`src/rtl/audio_irq_pkg.sv`:
```
package audio_irq_pkg;

    localparam int STAT_W       = 32;
    localparam int NUM_SRC      = 3;
    localparam int POS_UART     = 3;
    localparam int POS_CCB      = 4;
    localparam int POS_VOICE_LO = 5;
    localparam int VOICE_W      = 2;
    localparam int POS_WR_BUSY  = 8;
    localparam int POS_BUSY     = 9;
    localparam int POS_CSTAT    = 10;
    localparam int POS_SUMMARY  = 31;

    // Per-stream interrupt state.
    typedef struct packed {
        logic en;
        logic pend;
        logic lost;
    } src_state_t;

endpackage

```
`src/rtl/irq_src_slice.sv`:
```
module irq_src_slice (
    input  logic clk,
    input  logic rst_n,
    input  logic wr_en,
    input  logic en_wr,
    input  logic evt,
    output logic pend_o,
    output logic lost_o
);
    import audio_irq_pkg::*;

    src_state_t st_d, st_q;
    logic       falling_en;

    always_comb begin
        st_d       = st_q;
        falling_en = wr_en && st_q.en && !en_wr;
        // Expiry is judged against the enable already held.
        if (evt && st_q.en) begin
            if (st_q.pend) begin
                st_d.lost = 1'b1;
            end
            st_d.pend = 1'b1;
        end
        if (wr_en) begin
            st_d.en = en_wr;
        end
        // A disabling write wins over a same-cycle set.
        if (falling_en) begin
            st_d.pend = 1'b0;
        end
    end

    always_ff @(posedge clk or negedge rst_n) begin
        if (!rst_n) begin
            st_q <= '0;
        end else begin
            st_q <= st_d;
        end
    end

    assign pend_o = st_q.pend;
    assign lost_o = st_q.lost;

    AST_SET_WHEN_ENABLED: assert property (@(posedge clk) disable iff (!rst_n)
        (evt && st_q.en && !(wr_en && !en_wr)) |=> pend_o);
    AST_NO_SET_WHEN_OFF: assert property (@(posedge clk) disable iff (!rst_n)
        (!pend_o && !(evt && st_q.en)) |=> !pend_o);
    AST_DISABLE_CLEARS: assert property (@(posedge clk) disable iff (!rst_n)
        (wr_en && st_q.en && !en_wr) |=> !pend_o);
    AST_LOST_RAISED: assert property (@(posedge clk) disable iff (!rst_n)
        (evt && st_q.en && pend_o) |=> lost_o);
    AST_LOST_STICKY: assert property (@(posedge clk) disable iff (!rst_n)
        lost_o |=> lost_o);

endmodule

```
`src/rtl/irq_status_pack.sv`:
```
module irq_status_pack #(
    parameter logic [1:0] VOICE_CODE = 2'd3
) (
    input  logic [audio_irq_pkg::NUM_SRC-1:0] pend,
    input  logic                              uart_pend,
    input  logic                              ccb_pend,
    input  logic                              codec_busy,
    input  logic                              codec_wr_busy,
    output logic [audio_irq_pkg::STAT_W-1:0]  status
);
    import audio_irq_pkg::*;

    always_comb begin
        status                                   = '0;
        status[NUM_SRC-1:0]                      = pend;
        status[POS_UART]                         = uart_pend;
        status[POS_CCB]                          = ccb_pend;
        status[POS_VOICE_LO +: VOICE_W]          = VOICE_CODE;
        status[POS_WR_BUSY]                      = codec_wr_busy;
        status[POS_BUSY]                         = codec_busy;
        status[POS_CSTAT]                        = codec_busy | codec_wr_busy;
        status[POS_SUMMARY]                      = |pend;
    end

endmodule

```
`src/rtl/audio_irq_aggr.sv`:
```
module audio_irq_aggr #(
    parameter int         EN_BASE    = 8,
    parameter logic [1:0] VOICE_CODE = 2'd3
) (
    input  logic        clk,
    input  logic        rst_n,
    input  logic        sctl_we,
    input  logic [31:0] sctl_wdata,
    input  logic [2:0]  expire,
    input  logic        uart_pend,
    input  logic        ccb_pend,
    input  logic        codec_busy,
    input  logic        codec_wr_busy,
    output logic [31:0] status,
    output logic        irq,
    output logic [2:0]  lost
);
    import audio_irq_pkg::*;

    localparam int EN_TOP = EN_BASE + NUM_SRC - 1;

    typedef struct packed {
        logic irq;
    } top_state_t;

    logic [NUM_SRC-1:0] pend;
    logic [NUM_SRC-1:0] en_field;
    top_state_t         top_d, top_q;
    logic               unused_sctl;

    assign en_field    = sctl_wdata[EN_TOP:EN_BASE];
    assign unused_sctl = ^{sctl_wdata[STAT_W-1:EN_TOP+1], sctl_wdata[EN_BASE-1:0]};

    // Status index i takes enable bit EN_TOP - i (playback 1 lowest).
    for (genvar i = 0; i < NUM_SRC; i++) begin : g_src
        irq_src_slice u_slice (
            .clk    (clk),
            .rst_n  (rst_n),
            .wr_en  (sctl_we),
            .en_wr  (en_field[NUM_SRC-1-i]),
            .evt    (expire[i]),
            .pend_o (pend[i]),
            .lost_o (lost[i])
        );
    end

    irq_status_pack #(.VOICE_CODE(VOICE_CODE)) u_pack (
        .pend          (pend),
        .uart_pend     (uart_pend),
        .ccb_pend      (ccb_pend),
        .codec_busy    (codec_busy),
        .codec_wr_busy (codec_wr_busy),
        .status        (status)
    );

    always_comb begin
        top_d     = top_q;
        top_d.irq = status[POS_SUMMARY];
    end

    always_ff @(posedge clk or negedge rst_n) begin
        if (!rst_n) begin
            top_q <= '0;
        end else begin
            top_q <= top_d;
        end
    end

    assign irq = top_q.irq;

    AST_IRQ_LAGS_SUMMARY: assert property (@(posedge clk) disable iff (!rst_n)
        irq == $past(|pend));
    AST_SUMMARY_FROM_CHANNELS: assert property (@(posedge clk) disable iff (!rst_n)
        status[POS_SUMMARY] == (pend != '0));

endmodule

```
`config.mk`:
```
export PLATFORM = sky130hd
export DESIGN_NAME = audio_irq_aggr
export DESIGN_NICKNAME = d
export VERILOG_FILES = /design/src/rtl/audio_irq_pkg.sv /design/src/rtl/irq_src_slice.sv /design/src/rtl/irq_status_pack.sv /design/src/rtl/audio_irq_aggr.sv
export SDC_FILE = /design/constraint.sdc
export NUM_CORES = 1
export LEC_CHECK = 0
export BUFFER_PORTS_ARGS = -buffer_cell sky130_fd_sc_hd__buf_2
export CELL_PAD_IN_SITES_DETAIL_PLACEMENT = 0
export CELL_PAD_IN_SITES_GLOBAL_PLACEMENT = 2
export CORE_MARGIN = 4
export CORE_UTILIZATION = 15
export DETAILED_ROUTE_END_ITERATION = 10
export GPL_TIMING_DRIVEN = 0
export PLACE_DENSITY = 0.83
export SLEW_MARGIN = 20
export SYNTH_ARGS = -nofsm -noshare
export SYNTH_HDL_FRONTEND = slang
export SYNTH_HIERARCHICAL = 1
export SYNTH_SLANG_ARGS = --single-unit
```
`constraint.sdc`:
```
create_clock -name clk -period 1.4 [get_ports clk]
set_clock_uncertainty 0.1 [all_clocks]
set_input_delay 0 -clock clk [delete_from_list [all_inputs] [get_ports clk]]
set_output_delay 0 -clock clk [all_outputs]
set_load 0.05 [all_outputs]
```
==> summary.md <==
Dividing the detail-routed wire length by the instance count gives 9.04 um. Routability-driven placement finished with a final weighted congestion of 0.645. The floorplan step set the die width to 71.9 um.

Global routing consumed, over all layers together, 5.92% of the routing resources. Once detailed placement completed, the half-perimeter wirelength came to 1.17 mm. Based on the critical path, the design can be clocked at up to 0.753 GHz. For the latest clock arrival within the worst-skew pair, the log shows 230 ps. Class of the most critical setup path: flop to primary output. Placeable core area: 3800 um2. The final wirelength came out at 1.47 mm. Cells fill 26.4% of the core in the end. The number of input and output port buffers inserted works out to 23. TritonCTS built the clock tree.

The growth of design area from synthesis to finish is 63.6%. Power comes to 1.07 mW. The logs give 0 for the number of violations of the max-capacitance limit and 3 for the number of DRC markers after the initial detailed-route iteration. The via count of the first global-routing pass was 536. Data on the critical path is required at its endpoint by 1300 ps. The run gives 0 as the number of endpoints with negative hold slack in the final report. The synthesized netlist contains 10 unique library cells.

For this configuration, the core starts out at a cell density of 16.1%. Setup repair after global routing left no endpoint under its margin. Share of power burned in the clock network: 26.6%. The leakage power summed over all cells came out at 0.536 nW. The reg-to-reg startpoint is g_src[1].u_slice/st_q[2]$_DFFE_PN0P_.

The maximum number of pins on one net before global-route repair came out at 11. The final layout contains 159 nets. The highest layer touched by signal routing is met4. The shortest period the worst path allows came out at 1330 ps.

Summed over all nets, wire length on met3 after detailed routing comes to 183 um. The detailed router put a total of 503 um of wire on met1. The logic depth of the worst register-to-register path is 2, and the arrival time at the worst endpoint is 1230 ps. The tree built by TritonCTS fans out to 10 sinks. Worst hold slack across all endpoints: 57.2 ps.

The flow ran to the end, and the final reports show no timing, DRC or antenna violations. Synthesis inferred 10 register bits. The cell sitting at the root of the clock tree is a clkbuf_8.

The die is 71.9 um tall. The tightest min-delay check is of the input port to async pin type. The type of origin of the critical path is a flop. After filler insertion, the fill cell instance count of the layout stands at 422. The total power density per cell area is 1060 nW/um2, and the maximum fanout count along the critical path is 4.

Cells with a size suffix above 1 make up 56.5% of the layout. In the final timing run, aggregate negative setup slack is 0 ps. In this run, flip-flops and latches consume 32.5% of the power.

Setup violations remaining at the end of the flow were counted as 0. The deepest level of the CTS H-tree is 1, and the total iterations of the first detailed-routing run is 4. The mean area per synthesized cell works out to 10.4 um2. Of the total power, the share spent switching nets is 39.4%. Of the synthesized area, sequential elements account for 40.9%. For the cell area after synthesis, the log shows 612 um2. In this run the critical register-to-register path is captured at g_src[1].u_slice/st_q[2]$_DFFE_PN0P_.

STA classifies the critical path endpoint as a primary output. The logs give 2 for the maximum clock insertion buffer count and 0 for the residual DRC count. The count of inserted antenna diode cells came out at 0. Detailed routing inserted a total of 514 vias. Tracing the worst setup path back leads to its startpoint at g_src[2].u_slice/pend_o$_DFFE_PN0P_. The average via count per standard cell works out to 3.15. The total overflow left after global routing is 0. The first global-routing pass estimated 2.34 mm of wire. Number of warnings issued by yosys: 6. The run gives 3 as the CTS buffer count.

The fraction of the cycle the final worst path needs works out to 94.9%. Summed over all nets, wire length on met2 after detailed routing comes to 719 um. Combinational logic is responsible for 40.9% of the overall power.

Counting every instance in the synthesized netlist gives 59. The site row count was 22; the number of antenna violations at the first check in global routing was 0. The logs give 0.419 mW for the power spent charging and discharging nets and 0.646 mW for the cell-internal power. The register-to-register setup slack was 360 ps; the clock-pin slew on the worst setup and hold paths was 40 ps. The floorplan step defined a die boundary enclosing 5160 um2. The remaining number of nets flagged by the antenna check after routing is 0, and the I/O pin count is 78. The number of slew-limit violations in the final report is 0. For the worst ir drop on vdd, the log shows 0.253 mV.
-- cells in the mapped netlist --
cell type / instances / area, um2
a21oi_1: 3 / 15.0
a31o_2: 3 / 26.3
a31oi_1: 3 / 18.8
buf_4: 30 / 225
conb_1: 2 / 7.51
dfrtp_1: 10 / 250
inv_1: 3 / 11.3
mux2_4: 3 / 45.0
or2_2: 1 / 6.26
or3_1: 1 / 6.26
-- state kept, by name, indices dropped and copies added (netlist names) --
| name | cells |
|---|---|
| g_src.u_slice/lost_o | 3 |
| g_src.u_slice/st_q | 3 |
| irq | 1 |
| g_src.u_slice/pend_o | 3 |
-- cells by family after synthesis --
family                 Yosys count  share of synthesized area [%]
and+or+nand+nor                  2                           2.05
AOI/OAI and AO/OA                9                           9.82
buffers and inverters           33                           38.7
other                            2                           1.23
DFF                             10                           40.9
muxes                            3                           7.36
-- metrics by stage --
step	instances	instance area [um2]	setup WS, ps
3_3_place_gp	151	866	300
3_5_place_dp	151	866	295
6_report	163	1000	71.6
5_1_grt	163	1000	8.08
4_1_cts	163	997	5.31
2_1_floorplan	80	691	98.4
-- what timing repair did --
action                                 in CTS  in global routing
endpoints found under the hold margin      19                  0
setup endpoints to repair                   0                  2
setup buffers                               0                  1
resized for setup                           0                  3
hold buffers                                9                  0
-- final cells by class --
type	count	area [um2]	share of cell area (%)
clock buffer	3	41.3	4.13
timing repair buffer	32	205	20.5
multi-input combinational	37	208	20.7
buffer	30	225	22.5
inverter	3	11.3	1.13
tap	48	60.1	6.00
sequential	10	250	25.0
-- worst max-delay path, cell delays in order (launching register included) --
cell and delay [ps]:
dfrtp_1 400, or3_1 390, buf_4 200
-- routing by layer --
layer / GRT usage, % / vias up
met2: 9.90 / 36
met5: 0 / -
met1: 5.63 / 220
met4: 6.26 / 0
met3: 1.54 / 8
li1: - / 250
-- worst max path at each step --
stage	end	depth (start not counted)
2_1_floorplan	irq$_DFF_PN0_	1
3_3_place_gp	status[31]	2
3_5_place_dp	status[31]	2
4_1_cts	g_src[1].u_slice/pend_o$_DFFE_PN0P_	5
5_1_grt	status[31]	2
6_report	status[31]	2
-- cell usage in the layout (no fill, tap or decap), drive strengths merged --
| cell | instances |
|---|---|
| a21oi | 3 |
| a31o | 3 |
| a31oi | 3 |
| buf | 54 |
| clkbuf | 3 |
| conb | 23 |
| dfrtp | 10 |
| dlygate4sd3 | 8 |
| inv | 3 |
| mux2 | 3 |
| or2 | 1 |
| or3 | 1 |
-- power by group through the flow --
stage / sequential (mW) / combinational [mW] / clock (mW)
floorplan: 0.349 / 0.343 / 0
global placement: 0.345 / 0.403 / 0
detailed placement: 0.348 / 0.409 / 0
CTS: 0.344 / 0.434 / 0.297
global route: 0.350 / 0.461 / 0.307
finish: 0.346 / 0.436 / 0.283
No activity file was read; power rests on OpenSTA's default activity.
